[config.mk]
export PLATFORM = sky130hd
export DESIGN_NAME = edge_counter_bank
export DESIGN_NICKNAME = d
export VERILOG_FILES = /design/src/rtl/ecb_pkg.sv /design/src/rtl/ecb_sync_edge.sv /design/src/rtl/ecb_config.sv /design/src/rtl/ecb_channel.sv /design/src/rtl/edge_counter_bank.sv
export SDC_FILE = /design/constraint.sdc
export NUM_CORES = 1
export LEC_CHECK = 0
export ABC_AREA = 1
export BUFFER_PORTS_ARGS = -buffer_cell sky130_fd_sc_hd__buf_2
export CAP_MARGIN = 20
export CORE_MARGIN = 2
export CORE_UTILIZATION = 50
export DETAILED_ROUTE_END_ITERATION = 6
export GPL_TIMING_DRIVEN = 0
export PLACE_DENSITY_LB_ADDON = 0.2
export SYNTH_ARGS = -nofsm -noshare
export SYNTH_HDL_FRONTEND = slang
export SYNTH_SLANG_ARGS = --single-unit
[constraint.sdc]
create_clock -name clk -period 2.3 [get_ports clk]
set_clock_uncertainty 0.2 [all_clocks]
set_input_delay 0.575 -clock clk [delete_from_list [all_inputs] [get_ports clk]]
set_output_delay 0.575 -clock clk [all_outputs]
set_load 0.05 [all_outputs]
[src/rtl/ecb_pkg.sv]
// Shared definitions for the edge counter bank.
// Assumes a 4-bit opcode field on the command port.
package ecb_pkg;

    localparam int OP_W = 4;

    typedef enum logic [OP_W-1:0] {
        OP_NOP      = 4'd0,
        OP_ENABLE   = 4'd1,
        OP_EDGE     = 4'd2,
        OP_OVF_IE   = 4'd3,
        OP_MATCH_IE = 4'd4,
        OP_RELOAD   = 4'd5,
        OP_MATCH    = 4'd6,
        OP_LOAD     = 4'd7,
        OP_CLEAR    = 4'd8
    } ecb_op_e;

endpackage

[src/rtl/ecb_sync_edge.sv]
// Two-flop synchroniser plus one history flop per line. It gives a one-cycle
// edge pulse of the selected polarity.
// Assumes that edge_sel comes from a register, and that input lines change
// slower than the clock.
module ecb_sync_edge #(
    parameter int NUM_CH = 8
) (
    input  logic              clk,
    input  logic              rst_n,
    input  logic [NUM_CH-1:0] line_in,
    input  logic [NUM_CH-1:0] edge_sel,
    output logic [NUM_CH-1:0] edge_hit
);

    for (genvar g = 0; g < NUM_CH; g++) begin : g_line
        logic meta_q;
        logic sync_q;
        logic hist_q;
        logic rise;
        logic fall;

        // Synchronise the line and keep one cycle of history.
        always_ff @(posedge clk) begin
            if (!rst_n) begin
                meta_q <= 1'b0;
                sync_q <= 1'b0;
                hist_q <= 1'b0;
            end else begin
                meta_q <= line_in[g];
                sync_q <= meta_q;
                hist_q <= sync_q;
            end
        end

        // Pick the counted polarity.
        always_comb begin
            rise        = sync_q & ~hist_q;
            fall        = hist_q & ~sync_q;
            edge_hit[g] = edge_sel[g] ? fall : rise;
        end

        // a rising pulse lasts one cycle only.
        a_r2_single_rise: assert property (@(posedge clk) disable iff (!rst_n)
            rise |=> !rise);
        // a falling pulse lasts one cycle only.
        a_r3_single_fall: assert property (@(posedge clk) disable iff (!rst_n)
            fall |=> !fall);
    end

endmodule

[src/rtl/ecb_config.sv]
// Configuration store for the bank: masks, reload and match values. It also
// decodes the one-cycle load and clear pulses.
// Assumes cmd_valid is a single-cycle strobe. Undefined opcodes are dropped.
module ecb_config
    import ecb_pkg::*;
#(
    parameter int              NUM_CH      = 8,
    parameter int              CNT_W       = 16,
    parameter logic [CNT_W-1:0] RELOAD_INIT = '0,
    parameter logic [CNT_W-1:0] MATCH_INIT  = CNT_W'(1) << (CNT_W - 1),
    localparam int             IDX_W       = (NUM_CH > 1) ? $clog2(NUM_CH) : 1
) (
    input  logic                          clk,
    input  logic                          rst_n,
    input  logic                          cmd_valid,
    input  logic [OP_W-1:0]               cmd_op,
    input  logic [NUM_CH-1:0]             cmd_sel,
    input  logic [CNT_W-1:0]              cmd_data,
    output logic [NUM_CH-1:0]             en_mask,
    output logic [NUM_CH-1:0]             edge_mask,
    output logic [NUM_CH-1:0]             ovf_ie,
    output logic [NUM_CH-1:0]             match_ie,
    output logic [NUM_CH-1:0][CNT_W-1:0]  reload_val,
    output logic [NUM_CH-1:0][CNT_W-1:0]  match_val,
    output logic [NUM_CH-1:0]             load_mask,
    output logic [NUM_CH-1:0]             clear_mask
);

    ecb_op_e          op;
    logic [IDX_W-1:0] idx;

    // Decode the opcode and the channel index.
    always_comb begin
        op  = ecb_op_e'(cmd_op);
        idx = cmd_sel[IDX_W-1:0];
    end

    // Mask registers.
    always_ff @(posedge clk) begin
        if (!rst_n) begin
            en_mask   <= '0;
            edge_mask <= '0;
            ovf_ie    <= '0;
            match_ie  <= '0;
        end else if (cmd_valid) begin
            case (op)
                OP_ENABLE:   en_mask   <= cmd_sel;
                OP_EDGE:     edge_mask <= cmd_sel;
                OP_OVF_IE:   ovf_ie    <= cmd_sel;
                OP_MATCH_IE: match_ie  <= cmd_sel;
                default:     ;
            endcase
        end
    end

    // Per-channel reload and match values, written by index.
    always_ff @(posedge clk) begin
        for (int i = 0; i < NUM_CH; i++) begin
            if (!rst_n) begin
                reload_val[i] <= RELOAD_INIT;
                match_val[i]  <= MATCH_INIT;
            end else if (cmd_valid && idx == IDX_W'(i)) begin
                if (op == OP_RELOAD) reload_val[i] <= cmd_data;
                if (op == OP_MATCH)  match_val[i]  <= cmd_data;
            end
        end
    end

    // Single-cycle action pulses that go to the channels.
    always_comb begin
        load_mask  = (cmd_valid && op == OP_LOAD)  ? cmd_sel : '0;
        clear_mask = (cmd_valid && op == OP_CLEAR) ? cmd_sel : '0;
    end

    // an undefined opcode leaves every mask untouched.
    a_r12_ignore_op: assert property (@(posedge clk) disable iff (!rst_n)
        (cmd_valid && (cmd_op == 4'd0 || cmd_op > 4'd8))
        |=> ($stable(en_mask) && $stable(edge_mask) && $stable(ovf_ie) && $stable(match_ie)));

endmodule

[src/rtl/ecb_channel.sv]
// One counter channel. It holds the counter, wraps to the reload value, and
// keeps sticky overflow and match flags.
// Assumes step is a one-cycle pulse. A load beats a step in the same cycle,
// and a set beats a clear.
module ecb_channel #(
    parameter int CNT_W = 16
) (
    input  logic             clk,
    input  logic             rst_n,
    input  logic             enable,
    input  logic             step,
    input  logic             load,
    input  logic             clear,
    input  logic             ovf_en,
    input  logic             match_en,
    input  logic [CNT_W-1:0] reload_val,
    input  logic [CNT_W-1:0] match_val,
    output logic [CNT_W-1:0] count,
    output logic             ovf_flag,
    output logic             match_flag
);

    logic [CNT_W-1:0] count_nxt;
    logic             ovf_set;
    logic             match_set;
    logic             at_top;

    // Next count value and flag events.
    always_comb begin
        at_top    = (count == {CNT_W{1'b1}});
        count_nxt = count;
        ovf_set   = 1'b0;
        match_set = 1'b0;
        if (load) begin
            count_nxt = reload_val;
        end else if (enable && step) begin
            count_nxt = at_top ? reload_val : count + 1'b1;
            ovf_set   = at_top && ovf_en;
            match_set = match_en && (count_nxt == match_val);
        end
    end

    // Counter and sticky flags.
    always_ff @(posedge clk) begin
        if (!rst_n) begin
            count      <= '0;
            ovf_flag   <= 1'b0;
            match_flag <= 1'b0;
        end else begin
            count      <= count_nxt;
            ovf_flag   <= (ovf_flag & ~clear) | ovf_set;
            match_flag <= (match_flag & ~clear) | match_set;
        end
    end

    // a disabled counter with no load holds its value.
    a_r4_hold_disabled: assert property (@(posedge clk) disable iff (!rst_n)
        (!enable && !load) |=> count == $past(count));
    // a load always lands the reload value.
    a_r5_load_value: assert property (@(posedge clk) disable iff (!rst_n)
        load |=> count == $past(reload_val));
    // a counted step at the top value wraps to the reload value.
    a_r7_wrap_reload: assert property (@(posedge clk) disable iff (!rst_n)
        (!load && enable && step && at_top) |=> count == $past(reload_val));
    // a flag with no clear stays set.
    a_r9_flag_sticky: assert property (@(posedge clk) disable iff (!rst_n)
        (ovf_flag && !clear) |=> ovf_flag);

endmodule

[src/rtl/edge_counter_bank.sv]
// Top of the edge counter bank: the synchroniser and edge detect, the
// configuration store and one counter channel per input line.
// Assumes a single clock domain. The input lines are asynchronous.
module edge_counter_bank
    import ecb_pkg::*;
#(
    parameter int NUM_CH = 8,
    parameter int CNT_W  = 16,
    localparam int IDX_W = (NUM_CH > 1) ? $clog2(NUM_CH) : 1
) (
    input  logic              clk,
    input  logic              rst_n,
    input  logic [NUM_CH-1:0] line_in,
    input  logic              cmd_valid,
    input  logic [OP_W-1:0]   cmd_op,
    input  logic [NUM_CH-1:0] cmd_sel,
    input  logic [CNT_W-1:0]  cmd_data,
    input  logic [IDX_W-1:0]  rd_sel,
    output logic [CNT_W-1:0]  rd_data,
    output logic [NUM_CH-1:0] ovf_flags,
    output logic [NUM_CH-1:0] match_flags,
    output logic              irq
);

    logic [NUM_CH-1:0]            en_mask;
    logic [NUM_CH-1:0]            edge_mask;
    logic [NUM_CH-1:0]            ovf_ie;
    logic [NUM_CH-1:0]            match_ie;
    logic [NUM_CH-1:0][CNT_W-1:0] reload_val;
    logic [NUM_CH-1:0][CNT_W-1:0] match_val;
    logic [NUM_CH-1:0]            load_mask;
    logic [NUM_CH-1:0]            clear_mask;
    logic [NUM_CH-1:0]            edge_hit;
    logic [NUM_CH-1:0][CNT_W-1:0] count_all;

    ecb_sync_edge #(.NUM_CH(NUM_CH)) u_sync (
        .clk      (clk),
        .rst_n    (rst_n),
        .line_in  (line_in),
        .edge_sel (edge_mask),
        .edge_hit (edge_hit)
    );

    ecb_config #(.NUM_CH(NUM_CH), .CNT_W(CNT_W)) u_cfg (
        .clk        (clk),
        .rst_n      (rst_n),
        .cmd_valid  (cmd_valid),
        .cmd_op     (cmd_op),
        .cmd_sel    (cmd_sel),
        .cmd_data   (cmd_data),
        .en_mask    (en_mask),
        .edge_mask  (edge_mask),
        .ovf_ie     (ovf_ie),
        .match_ie   (match_ie),
        .reload_val (reload_val),
        .match_val  (match_val),
        .load_mask  (load_mask),
        .clear_mask (clear_mask)
    );

    for (genvar g = 0; g < NUM_CH; g++) begin : g_ch
        ecb_channel #(.CNT_W(CNT_W)) u_chan (
            .clk        (clk),
            .rst_n      (rst_n),
            .enable     (en_mask[g]),
            .step       (edge_hit[g]),
            .load       (load_mask[g]),
            .clear      (clear_mask[g]),
            .ovf_en     (ovf_ie[g]),
            .match_en   (match_ie[g]),
            .reload_val (reload_val[g]),
            .match_val  (match_val[g]),
            .count      (count_all[g]),
            .ovf_flag   (ovf_flags[g]),
            .match_flag (match_flags[g])
        );
    end

    // Read mux on the registered counts.
    always_comb begin
        rd_data = '0;
        for (int i = 0; i < NUM_CH; i++) begin
            if (rd_sel == IDX_W'(i)) rd_data = count_all[i];
        end
    end

    // Combined interrupt line.
    always_comb begin
        irq = |{ovf_flags, match_flags};
    end

    // a clear with no new event drops the selected overflow flags.
    a_r9_clear_works: assert property (@(posedge clk) disable iff (!rst_n)
        (clear_mask != '0 && edge_hit == '0) |=> ((ovf_flags & $past(clear_mask)) == '0));

endmodule

== After elaboration in Yosys (flattened, before gate mapping) ==
Cells that the tools add are included.
Word-level totals
  register bits: 456
  input bits: 42
  word-level logic and storage cells: 325
Operators by class
  add/subtract/negate cells: 8
  eq/ne operators: 38
  mux-type cells: 74
  bitwise logic cells: 72
  reductions and logical operators: 65
Operators with widths (number)
  $mux 16: 32
  $add 16x1->16 const B: 8
  $eq 16x16->1: 8
  $eq 16x16->1 const B: 8
  $mux 1: 40
  $reduce_and 2->1: 20
  $logic_and 1x1->1: 34
  $and 1x1->1: 32
  $eq 3x3->1 const B: 8
  $not 1->1: 24
  $eq 4x3->1 const B: 4
  $mux 8: 2
  $or 1x1->1: 16
  $reduce_bool 2->1: 8
  $reduce_or 16->1: 1
  $eq 3x2->1 const B: 4
  $eq 4x2->1 const B: 2
  $eq 3x1->1 const B: 2
  $logic_not 3->1: 2
  $eq 4x1->1 const B: 1
  $eq 4x4->1 const B: 1

== Depth between registers and ports, before layout ==
  depth after elaboration: 9
  depth in mapped cells: 16
  depth with buffers taken out: 16

== By module ==
Synthesis repeated with hierarchy kept, for this count alone.
Unflattened totals
  cell total of the unflattened synthesis: 4554
  area, all modules: 27689.1 µm²
Modules (own cells, without submodules)
  ecb_config: times used 1, cells an instance 1640, area each 11606.1 µm²
  ecb_channel at g_ch[0].u_chan ...: times used 5, cells an instance 321, area each 1751.7 µm²
  ecb_channel at g_ch[1].u_chan ...: times used 3, cells an instance 320, area each 1745.4 µm²
  edge_counter_bank: times used 1, cells an instance 227, area each 1204.9 µm²
  ecb_sync_edge: times used 1, cells an instance 122, area each 883.3 µm²

== Worst setup path before layout ==
No wires, ideal clock.
  kind: in2out
  from: input rd_sel[2]
  to: output rd_data[7]
  data arrival time: 2296 ps
  required time: 1525 ps
  slack: -771 ps
  stages on the path: 6
  buffers on the path: 0
  cell sequence: clkinv_1 nor3_2 clkinv_1 o21ai_0 nor3_1 a21oi_1
Between the ends
  cells in the longest elaborated chain, start to end: 9
Ends and longest elaborated chain
  start: declaration: RTL line edge_counter_bank.sv:18  | input logic [IDX_W-1:0] rd_sel,
  $logic_not 3->1: RTL line edge_counter_bank.sv:83  | if (rd_sel == IDX_W'(i)) rd_data = count_all[i];
  $mux 16 (7 in series): RTL line edge_counter_bank.sv:83
  $mux 16 *: RTL line edge_counter_bank.sv:83
  end: declaration: RTL line edge_counter_bank.sv:19  | output logic [CNT_W-1:0] rd_data,
Mark *: on every way between the ends. The rest lies on a longest branch, timed or not.

== Final worst setup path ==
  from: input rd_sel[1]
  to: output rd_data[2]
The elaborated chain is that of the path after synthesis.

==> run metrics <==
outcome complete, but fails checks; violations in the final reports setup timing; sequential element share of the synthesized area 0.3601; Critical Path, Cell by Cell buf_12 > clkinvlp_4 > buf_6 > nor3_4 > buf_12 > clkbuf_16 > nand2_4 > nand3_4 > a221oi_4 > nand4_1 > buf_6; crit-path max cell delay 320 ps; Sink Count 456; crit path max fanout 8; std cell rows 82; nets 4372; DP Worst Slack -1505 ps; final hold viol count 0; CP Data Arrival Time 2170 ps; die area 52520 um2; total CTS buffers 52; most common cell after layout, fill and taps aside nand2_1; Peak Freq 0.3391 GHz; Pint 13.57 mW; Cells after DPL 4801; buffer depth of the longest clock path 3; worst skew pair latency 640 ps; layout cells sized above 1 0.2081; Lkg Pwr 12.82 nW; Slew Viols, Final 0; Final Worst Setup Slack -648.8 ps; Final Cycle Share 1.282; worst vdd ir 0.0006624 V; worst min path class primary input to flop; final antenna-violating net count 0; Clock power frac 0.501; Syn. warnings 0; Min Hold Slack 66.28 ps; clk slew on worst S/H paths 60 ps; commonest cells after routing, fill and taps aside 1119 x nand2_1, 410 x inv_1, 349 x dfxtp_1; IO Pins 75; Worst-Margin Slew 1353 ps; CTS tree yes; first-pass GRT wire length 161400 um; Comb pwr share 0.058; dominant cell type by area after synthesis dfxtp_1; RSZ-0062 raised after global routing true; Post-Route WL 110100 um; synthesized flop and latch total 456; Placed Area 26970 um2; Synth top area share 0.3601; total chip power 18.04 mW; Clk Tree Root Cell clkbuf_16; synthesized area per cell 6.271 um2; synthesized instance count 4043; crit end category primary output; Iter 0 DRT Violations 3537; Initial Util 0.5064; Die Y 229.2 um; multi-input logic area 15700 um2; Worst Setup Start Kind primary input; Top Registers g_ch.u_chan.count (128), u_cfg.match_val (128), u_cfg.reload_val (128); die width 229.2 um; critical path type primary input to primary output; pin count of the biggest net entering global routing 19; Sw Share 0.2479; DRC Markers 0; Slowest-stage cell, CP a221oi_4; drt pass-1 iters 7; NetSw 4.472 mW; post-layout min period 2949 ps; # setup viols final 33; Main synth FF type dfxtp_1; Core Region 50070 um2; Worst Path Required 1520 ps; Flop pwr share 0.440; Final Instance Area 32390 um2; number of synthesized flops with an enable pin 0; GR Overflow Total 0; IO buf count 73; post-DR wirelength/cell 21.86 um; Post-Layout Cell Count 5039; Async SR Flop Fraction 0; P per Cell Area 556.8 nW/um2; initial antenna violation count 3; H-tree Lvls 2; routability-driven placement congestion ratio 1.033; total track usage 0.4042; Storage cell area 9330 um2; vias in the first global route 26483; Max Cap Violations 0; Slew headroom 0.09787; synth top area cells dfxtp_1 36%, nand2_1 18%, nand3_1 6.9%, o21ai_0 6.8%, inv_1 6.5%; Post-Syn Area 25350 um2; filler cell count 4668; HPWL after DPL 77990 um; Distinct cells, synth 42; via/cell ratio 5.774; Mapped Nets 4093; Via Count 29095; area grow syn2layout 27.76%
-- per-layer routing --
layer	vias up	part of all wire	global-route usage
met3	395	0.11	0.09338
met1	13337	0.38	0.5161
met5	-	0.00012	0
met2	1599	0.42	0.6017
met4	2	0.084	0.2853
li1	13762	-	-
-- timing repair --
item / CTS / global route
endpoints found under the hold margin: 8 / 0
pin swaps: 92 / 105
resized for setup: 464 / 301
cloned: 6 / 3
buffers inserted: 80 / 47
hold buffers: 8 / 0
setup endpoints to repair: 294 / 196
-- kinds of logic after synthesis --
group	count (synthesis)	synth area share
compound gates	773	0.1650
fa+ha+maj	8	0.003948
flops	456	0.3601
buf+inv	640	0.09915
simple gates	2135	0.3612
xor+xnor	31	0.01071
-- synth_stat cells (all sizes together), types with 21 or more instances --
library cell  number
a21oi            245
clkinv            21
nand3            350
o21ai            344
nand4             43
clkbuf           134
nand3b            51
nor2             427
dfxtp            456
inv              450
buf               35
a31oi            130
xor2              28
nand2           1238
-- layout make-up --
cell class,instances,area share
inverters,471,0.05759
repair buffers,224,0.05964
multi-input cells,2953,0.4846
plain buffers,164,0.02700
flip-flops and latches,456,0.2880
clock inverters,16,0.008343
diodes,4,0.0003090
well taps,672,0.02596
clock buffers,79,0.04855
-- power groups by stage --
| stage | logic, mW | registers [mW] | clock network (mW) |
|---|---|---|---|
| final | 1.06 | 7.94 | 9.04 |
| after global routing | 1.07 | 7.94 | 9.37 |
| after CTS | 0.967 | 7.95 | 9.02 |
| after detailed placement | 0.864 | 8.15 | 0 |
| after global placement | 0.826 | 8.15 | 0 |
| after floorplan | 0.362 | 8.14 | 0 |
-- worst paths after layout --
kind / start / end / slack (ps) / cells past startpoint
worst max-delay path: rd_sel[1] / rd_data[2] / -650 / 11
worst min-delay path: cmd_sel[4] / u_cfg.ovf_ie[4] / 70 / 3
worst max register to register: g_ch[1].u_chan.count[1] / g_ch[1].u_chan.match_flag / -150 / 13
worst min register to register: u_sync.g_line[4].meta_q / u_sync.g_line[4].sync_q / 210 / 2
-- stage by stage --
stage          TNS, ps    util
3_3_place_gp   -345510  0.5348
6_report        -10180  0.6470
2_1_floorplan    -3975       -
3_5_place_dp   -338820  0.5386
5_1_grt         -11240  0.6468
4_1_cts          -8683  0.6221
-- worst max-delay path: cells and delay by family --
| kind | cells | cell delay [ps] |
|---|---|---|
| buf+inv | 6 | 880 |
| simple gates | 4 | 400 |
| compound gates | 1 | 320 |
No activity file was read; power rests on OpenSTA's default activity.
